$ cat src/rtl/ibu_pkg.sv
package ibu_pkg;
    typedef enum logic [1:0] {
        CL_OTHER  = 2'd0,
        CL_PREFIX = 2'd1,
        CL_BRANCH = 2'd2,
        CL_BREAK  = 2'd3
    } ins_class_t;

    typedef enum logic [1:0] {
        ST_IDLE  = 2'd0,
        ST_SLOT  = 2'd1,
        ST_FLUSH = 2'd2
    } br_state_t;
endpackage

$ cat src/rtl/ibu_prefix.sv
module ibu_prefix #(
    parameter int HI_W = 16
) (
    input  logic            clk,
    input  logic            rst_n,
    input  logic            load,
    input  logic            consume,
    input  logic [HI_W-1:0] hi_in,
    output logic            valid,
    output logic [HI_W-1:0] hi
);
    always_ff @(posedge clk) begin
        if (!rst_n) begin
            valid <= 1'b0;
            hi    <= '0;
        end else if (load) begin
            valid <= 1'b1;
            hi    <= hi_in;
        end else if (consume) begin
            valid <= 1'b0;
        end
    end
endmodule

$ cat src/rtl/ibu_target.sv
module ibu_target #(
    parameter int ADDR_W = 32,
    parameter int IMM_W  = 16
) (
    input  logic [ADDR_W-1:0]       pc,
    input  logic [IMM_W-1:0]        imm,
    input  logic                    pfx_valid,
    input  logic [ADDR_W-IMM_W-1:0] pfx_hi,
    input  logic                    absolute,
    output logic [ADDR_W-1:0]       target
);
    localparam int EXT_W = ADDR_W - IMM_W;

    logic [ADDR_W-1:0] operand;

    always_comb begin
        if (pfx_valid)
            operand = {pfx_hi, imm};
        else
            operand = {{EXT_W{imm[IMM_W-1]}}, imm};
        target = absolute ? operand : (pc + operand);
    end
endmodule

$ cat src/rtl/ibu_fsm.sv
module ibu_fsm
    import ibu_pkg::*;
#(
    parameter int LAT_NODELAY = 3
) (
    input  logic      clk,
    input  logic      rst_n,
    input  logic      go_delay,
    input  logic      go_flush,
    input  logic      slot_done,
    output br_state_t state,
    output logic      slot_active,
    output logic      stall,
    output logic      squash
);
    localparam int BUBBLES = LAT_NODELAY - 1;
    localparam int CW      = $clog2(BUBBLES + 1);
    localparam logic [CW-1:0] LOAD = CW'(BUBBLES - 1);

    br_state_t     nxt;
    logic [CW-1:0] cnt;

    // state register
    always_ff @(posedge clk) begin
        if (!rst_n) begin
            state <= ST_IDLE;
            cnt   <= '0;
        end else begin
            state <= nxt;
            if (state == ST_IDLE && go_flush)
                cnt <= LOAD;
            else if (state == ST_FLUSH && cnt != '0)
                cnt <= cnt - 1'b1;
        end
    end

    // transitions
    always_comb begin
        nxt = state;
        unique case (state)
            ST_IDLE: begin
                if (go_delay)      nxt = ST_SLOT;
                else if (go_flush) nxt = ST_FLUSH;
            end
            ST_SLOT:  if (slot_done) nxt = ST_IDLE;
            ST_FLUSH: if (cnt == '0) nxt = ST_IDLE;
            default:  nxt = ST_IDLE;
        endcase
    end

    // outputs
    always_comb begin
        slot_active = (state == ST_SLOT);
        stall       = (state == ST_FLUSH);
        squash      = (state == ST_FLUSH) && (cnt == LOAD);
    end
endmodule

$ cat src/rtl/imm_branch_unit.sv
module imm_branch_unit
    import ibu_pkg::*;
#(
    parameter int              ADDR_W      = 32,
    parameter int              IMM_W       = 16,
    parameter int              RIDX_W      = 5,
    parameter int              LAT_NODELAY = 3,
    parameter int              MMU_EN      = 1,
    parameter logic [ADDR_W-1:0] BASE_VEC  = '0
) (
    input  logic              clk,
    input  logic              rst_n,
    input  logic              ins_valid,
    input  logic [1:0]        ins_class,
    input  logic              ins_link,
    input  logic              ins_abs,
    input  logic              ins_delay,
    input  logic [IMM_W-1:0]  ins_imm,
    input  logic [RIDX_W-1:0] ins_rd,
    input  logic [ADDR_W-1:0] ins_pc,
    input  logic              irq_req,
    input  logic              brk_req,
    input  logic              msr_um,
    input  logic              msr_vm,
    output logic              stall,
    output logic              slot_active,
    output logic              squash,
    output logic              redirect_valid,
    output logic [ADDR_W-1:0] redirect_pc,
    output logic              wb_en,
    output logic [RIDX_W-1:0] wb_rd,
    output logic [ADDR_W-1:0] wb_data,
    output logic              illegal_slot,
    output logic              illegal_insn,
    output logic              irq_take,
    output logic              brk_take,
    output logic              msr_we,
    output logic              msr_um_next,
    output logic              msr_vm_next,
    output logic              msr_ums_next,
    output logic              msr_vms_next
);
    localparam int HI_W = ADDR_W - IMM_W;
    localparam logic [ADDR_W-1:0] UVEC = BASE_VEC + ADDR_W'(8);

    ins_class_t        cls;
    br_state_t         st;
    logic              acc, in_idle, is_br, go, bad_combo;
    logic              pfx_load, slot_done, pfx_valid, uvec_hit;
    logic [HI_W-1:0]   pfx_hi;
    logic [ADDR_W-1:0] target;

    assign cls       = ins_class_t'(ins_class);
    assign in_idle   = (st == ST_IDLE);
    assign acc       = ins_valid && (st != ST_FLUSH);
    assign is_br     = acc && in_idle && (cls == CL_BRANCH);
    assign bad_combo = ins_link && !ins_delay;
    assign go        = is_br && !bad_combo;
    assign pfx_load  = acc && in_idle && (cls == CL_PREFIX);
    assign slot_done = acc && (st == ST_SLOT);

    ibu_prefix #(.HI_W(HI_W)) u_prefix (
        .clk     (clk),
        .rst_n   (rst_n),
        .load    (pfx_load),
        .consume (acc),
        .hi_in   (ins_imm[HI_W-1:0]),
        .valid   (pfx_valid),
        .hi      (pfx_hi)
    );

    ibu_target #(.ADDR_W(ADDR_W), .IMM_W(IMM_W)) u_target (
        .pc        (ins_pc),
        .imm       (ins_imm),
        .pfx_valid (pfx_valid),
        .pfx_hi    (pfx_hi),
        .absolute  (ins_abs),
        .target    (target)
    );

    ibu_fsm #(.LAT_NODELAY(LAT_NODELAY)) u_fsm (
        .clk         (clk),
        .rst_n       (rst_n),
        .go_delay    (go && ins_delay),
        .go_flush    (go && !ins_delay),
        .slot_done   (slot_done),
        .state       (st),
        .slot_active (slot_active),
        .stall       (stall),
        .squash      (squash)
    );

    generate
        if (MMU_EN != 0) begin : g_uvec
            assign uvec_hit = go && ins_link && ins_abs && ins_delay && (target == UVEC);
        end else begin : g_no_uvec
            assign uvec_hit = 1'b0;
        end
    endgenerate

    always_comb begin
        redirect_valid = go;
        redirect_pc    = target;
        wb_en          = go && ins_link;
        wb_rd          = ins_rd;
        wb_data        = ins_pc;
        illegal_insn   = is_br && bad_combo;
        illegal_slot   = slot_done && (cls != CL_OTHER);
        irq_take       = irq_req && in_idle && !is_br;
        brk_take       = brk_req && in_idle && !is_br;
        msr_we         = uvec_hit;
        msr_um_next    = uvec_hit ? 1'b0 : msr_um;
        msr_vm_next    = uvec_hit ? 1'b0 : msr_vm;
        msr_ums_next   = msr_um;
        msr_vms_next   = msr_vm;
    end
endmodule

$ cat config.mk
export PLATFORM = sky130hd
export DESIGN_NAME = imm_branch_unit
export DESIGN_NICKNAME = d
export VERILOG_FILES = /design/src/rtl/ibu_pkg.sv /design/src/rtl/ibu_prefix.sv /design/src/rtl/ibu_target.sv /design/src/rtl/ibu_fsm.sv /design/src/rtl/imm_branch_unit.sv
export SDC_FILE = /design/constraint.sdc
export NUM_CORES = 1
export LEC_CHECK = 0
export BUFFER_PORTS_ARGS = -buffer_cell sky130_fd_sc_hd__buf_2
export CORE_UTILIZATION = 50
export CTS_CLUSTER_SIZE = 14
export DETAILED_ROUTE_END_ITERATION = 7
export PLACE_DENSITY = 0.87
export RECOVER_POWER = 100
export SYNTH_ARGS = -nofsm -noshare
export SYNTH_HDL_FRONTEND = slang
export SYNTH_SLANG_ARGS = --single-unit
$ cat constraint.sdc
create_clock -name clk -period 3.9 [get_ports clk]
set_input_delay 0 -clock clk [delete_from_list [all_inputs] [get_ports clk]]
set_output_delay 0 -clock clk [all_outputs]
set_load 0.05 [all_outputs]
==> impl_metrics.yaml <==
layout:
  final_common_cell: "nand2_1"
  fillers: 711
  area_growth_pct: 12.01
  layout.nets: 710
  n_antenna_cell: 0
  instances_no_fill: 706
  final_cell_mix: "81 x nand2_1, 71 x clkbuf_1, 65 x buf_2"
  multi_input_area_um2: 2855
  regArea_um2: 420.4
  final_util_pct: 59.32
  drive_gt1_share_pct: 16.39
power:
  p_total_mw: 1.223
  p_leak_nw: 1.816
  irDropWorstVdd_v: 0.0002061
  power.density_nw_per_um2: 295.2
floorplan:
  initial_core_util_pct: 52.96
  coreArea_um2: 6982
  die_x_um: 87.99
  io_pins: 148
  num_rows: 30
  fp.dieArea_um2: 7742
  chipHeight_um: 87.99
setup_path:
  crit_arrival_ns: 3.78
  critPathKind: "reg2out"
  crit_required_ns: 3.90
  slowest_stage: "ha_2"
  cp_slowest_stage_delay_ns: 0.45
  start_kind: "flip-flop"
  regToRegSetupSlack_ns: 1.69
  path_max_fanout: 10
  reg2reg_depth: 4
  crit_path_end_kind: "output port"
  path_cells: "nand2b_2 -> nand2_1 -> ha_2 -> nand2_1 -> o211ai_1 -> mux2i_1 -> o21ai_0 -> o311ai_2 -> or2_2 -> nor4_1 -> and4_1 -> and4_1 -> buf_2"
  reg2reg_from: "u_fsm.state[0]"
  reg2reg_to: "u_prefix.hi[8]"
sta:
  fin_crit_ns: 3.777
  worst_slew_pin_slew_ns: 1.338
  hold_viol: 0
  fin_crit_sh_pct: 96.86
  setup_viol: 0
  grt_setup_unrepaired: "false"
  relSlewSlack_pct: 10.80
  fmax_ghz: 0.2647
  skew_ns: 0.002941
  timing.final.max_slew_violations: 0
route:
  vias: 4235
  avgViaCountPerCell: 5.999
  ant_nets: 0
  routedWlPerCell_um: 16.36
  drt-total-wl_um: 11550
  firstDrtPassIters: 6
  drt_iter0_drc: 219
  drc: 0
logic_synthesis:
  yosys_warnings: 0
  syn_inst: 527
  synth-edff-count: 0
  postSynthAreaPerCell_um2: 7.016
  syn_nets: 626
  synth-seq-area-share_pct: 11.37
  synth_top_area_share_pct: 11.37
  synth_flop_cell: "dfxtp_1"
  async_reset_ff_share_pct: 0
  syn_area_um2: 3697
  yosys.cell_types.count: 65
  ys_seq_elements: 21
  synthTopCellsByArea: "dfxtp_1 11%, ha_1 11%, nand2_1 8.2%, buf_4 7.9%, a21oi_1 6.9%"
  synth.largest_area_cell: "dfxtp_1"
placement:
  dp_hpwl_um: 9562
  dp.cells: 702
  place_congestion: 0.9673
  port_buffers: 137
min_path:
  min_path_cells: 0
  min_path_type: "in2out"
  hold_end: "wb_rd[1]"
  hp-start: "ins_rd[1]"
clocking:
  clk_pin_slew_ns: 0.07
  clk_path_buf_depth: 2
  clock-root-buffer: "clkbuf_8"
  numCtsBuffers: 3
  cts_tree: "built"
  numClockSinks: 21
  post_cts_buffers: 0
  cts_max_level: 1
  clk_latency_ns: 0.26
global_routing:
  grt_pass1_vias: 3633
  globalRouteOverflowTotal: 0
  grt_pass1_wl_um: 17590
  grt_start_max_net_pins: 37
  grt_usage_pct: 29.35
  antenna_found_initial: 0
outcome:
  status: "completed"
flow_run:
  drv_cap: 0
-- layout make-up --
cell class / instances / share of cell area [%]
flip-flops and latches: 21 / 10.15
well taps: 96 / 2.900
clock buffers: 3 / 0.9970
repair buffers: 143 / 15.44
clock inverters: 1 / 0.1208
multi-input cells: 426 / 68.94
inverters: 16 / 1.450
-- worst max path at each step --
stage,from,to,slack [ns],cells past startpoint
floorplan,u_prefix.valid,msr_um_next,-0.06,14
global placement,u_prefix.valid,msr_we,0.29,13
detailed placement,u_prefix.valid,msr_we,0.30,13
CTS,u_prefix.valid,msr_we,0.004,13
global route,u_prefix.valid,msr_we,0.02,13
finish,u_prefix.valid,msr_we,0.12,13
-- power breakdown --
part	leakage [nW]	switching, mW	internal [mW]
registers	0.170	0.00482	0.221
clock network	0.0255	0.0705	0.0713
logic	1.62	0.612	0.243
total	1.82	0.687	0.535
-- critical path: cells and delay by family, from the launching register on --
family | cells | cell delay (ns)
and+or+nand+nor | 7 | 1.69
muxes | 1 | 0.11
buffers and inverters | 1 | 0.26
AOI/OAI and AO/OA | 3 | 0.63
adders and majority gates | 1 | 0.45
DFF | 1 | 0.38
-- kinds of logic (layout without fill, tap and decap cells) --
group | Yosys count | after routing | share of synthesized area (%)
mux | 25 | 25 | 6.903
buf+inv | 80 | 163 | 12.79
fa+ha+maj | 34 | 34 | 11.71
xor+xnor | 23 | 23 | 5.652
compound gates | 151 | 151 | 25.79
flops | 21 | 21 | 11.37
simple gates | 193 | 193 | 25.79
-- cell usage after synthesis, types with 3 or more instances --
library cell,n
nand2b_1,3
or3_1,3
ha_1,33
buf_2,3
nor2_1,23
nor4_1,6
and4_1,3
dfxtp_1,21
o21a_1,8
buf_6,3
and3_1,6
a21boi_0,4
mux2i_1,21
and2_1,3
o31ai_1,3
o21ai_0,37
a21oi_1,51
nand3_1,11
a211oi_1,4
o22ai_1,4
clkbuf_1,18
o21ai_1,4
mux2_2,4
o211ai_1,4
buf_4,39
nor3_1,8
nand4b_1,3
a31oi_1,3
xor2_1,8
inv_1,15
nand4_1,14
xnor2_1,14
nand2_1,81
nor2b_1,21
a21o_1,5
or4_1,3
-- per-layer routing --
layer / vias up / GRT usage (%) / part of all wire, %
li1: 2045 / - / -
met1: 1928 / 38.74 / 44
met2: 226 / 48.77 / 45
met3: 36 / 1.697 / 7.1
met4: 0 / 14.01 / 4.2
met5: - / 0 / 0
-- state kept, by name, summed over array words and instances, names as in the netlist --
name / cells
u_fsm.cnt: 2
u_fsm.state: 2
u_prefix.hi: 16
u_prefix.valid: 1
-- stage by stage --
stage,setup slack [ns],area (um^2),hold slack [ns],setup TNS (ns)
3_3_place_gp,0.2875,4174,0.0003409,0
2_1_floorplan,-0.05671,3736,0.1538,-0.1134
6_report,0.1226,4141,0.00001618,0
5_1_grt,0.01519,4141,0.00007185,0
3_5_place_dp,0.2988,4174,0.0003409,0
4_1_cts,0.004387,4220,0.0003409,0
-- what timing repair did --
item | 4_1_cts | 5_1_grt
resized for setup | 0 | 6
setup endpoints to repair | 0 | 4
hold buffers | 0 | 0
No activity file was read; power rests on OpenSTA's default activity.
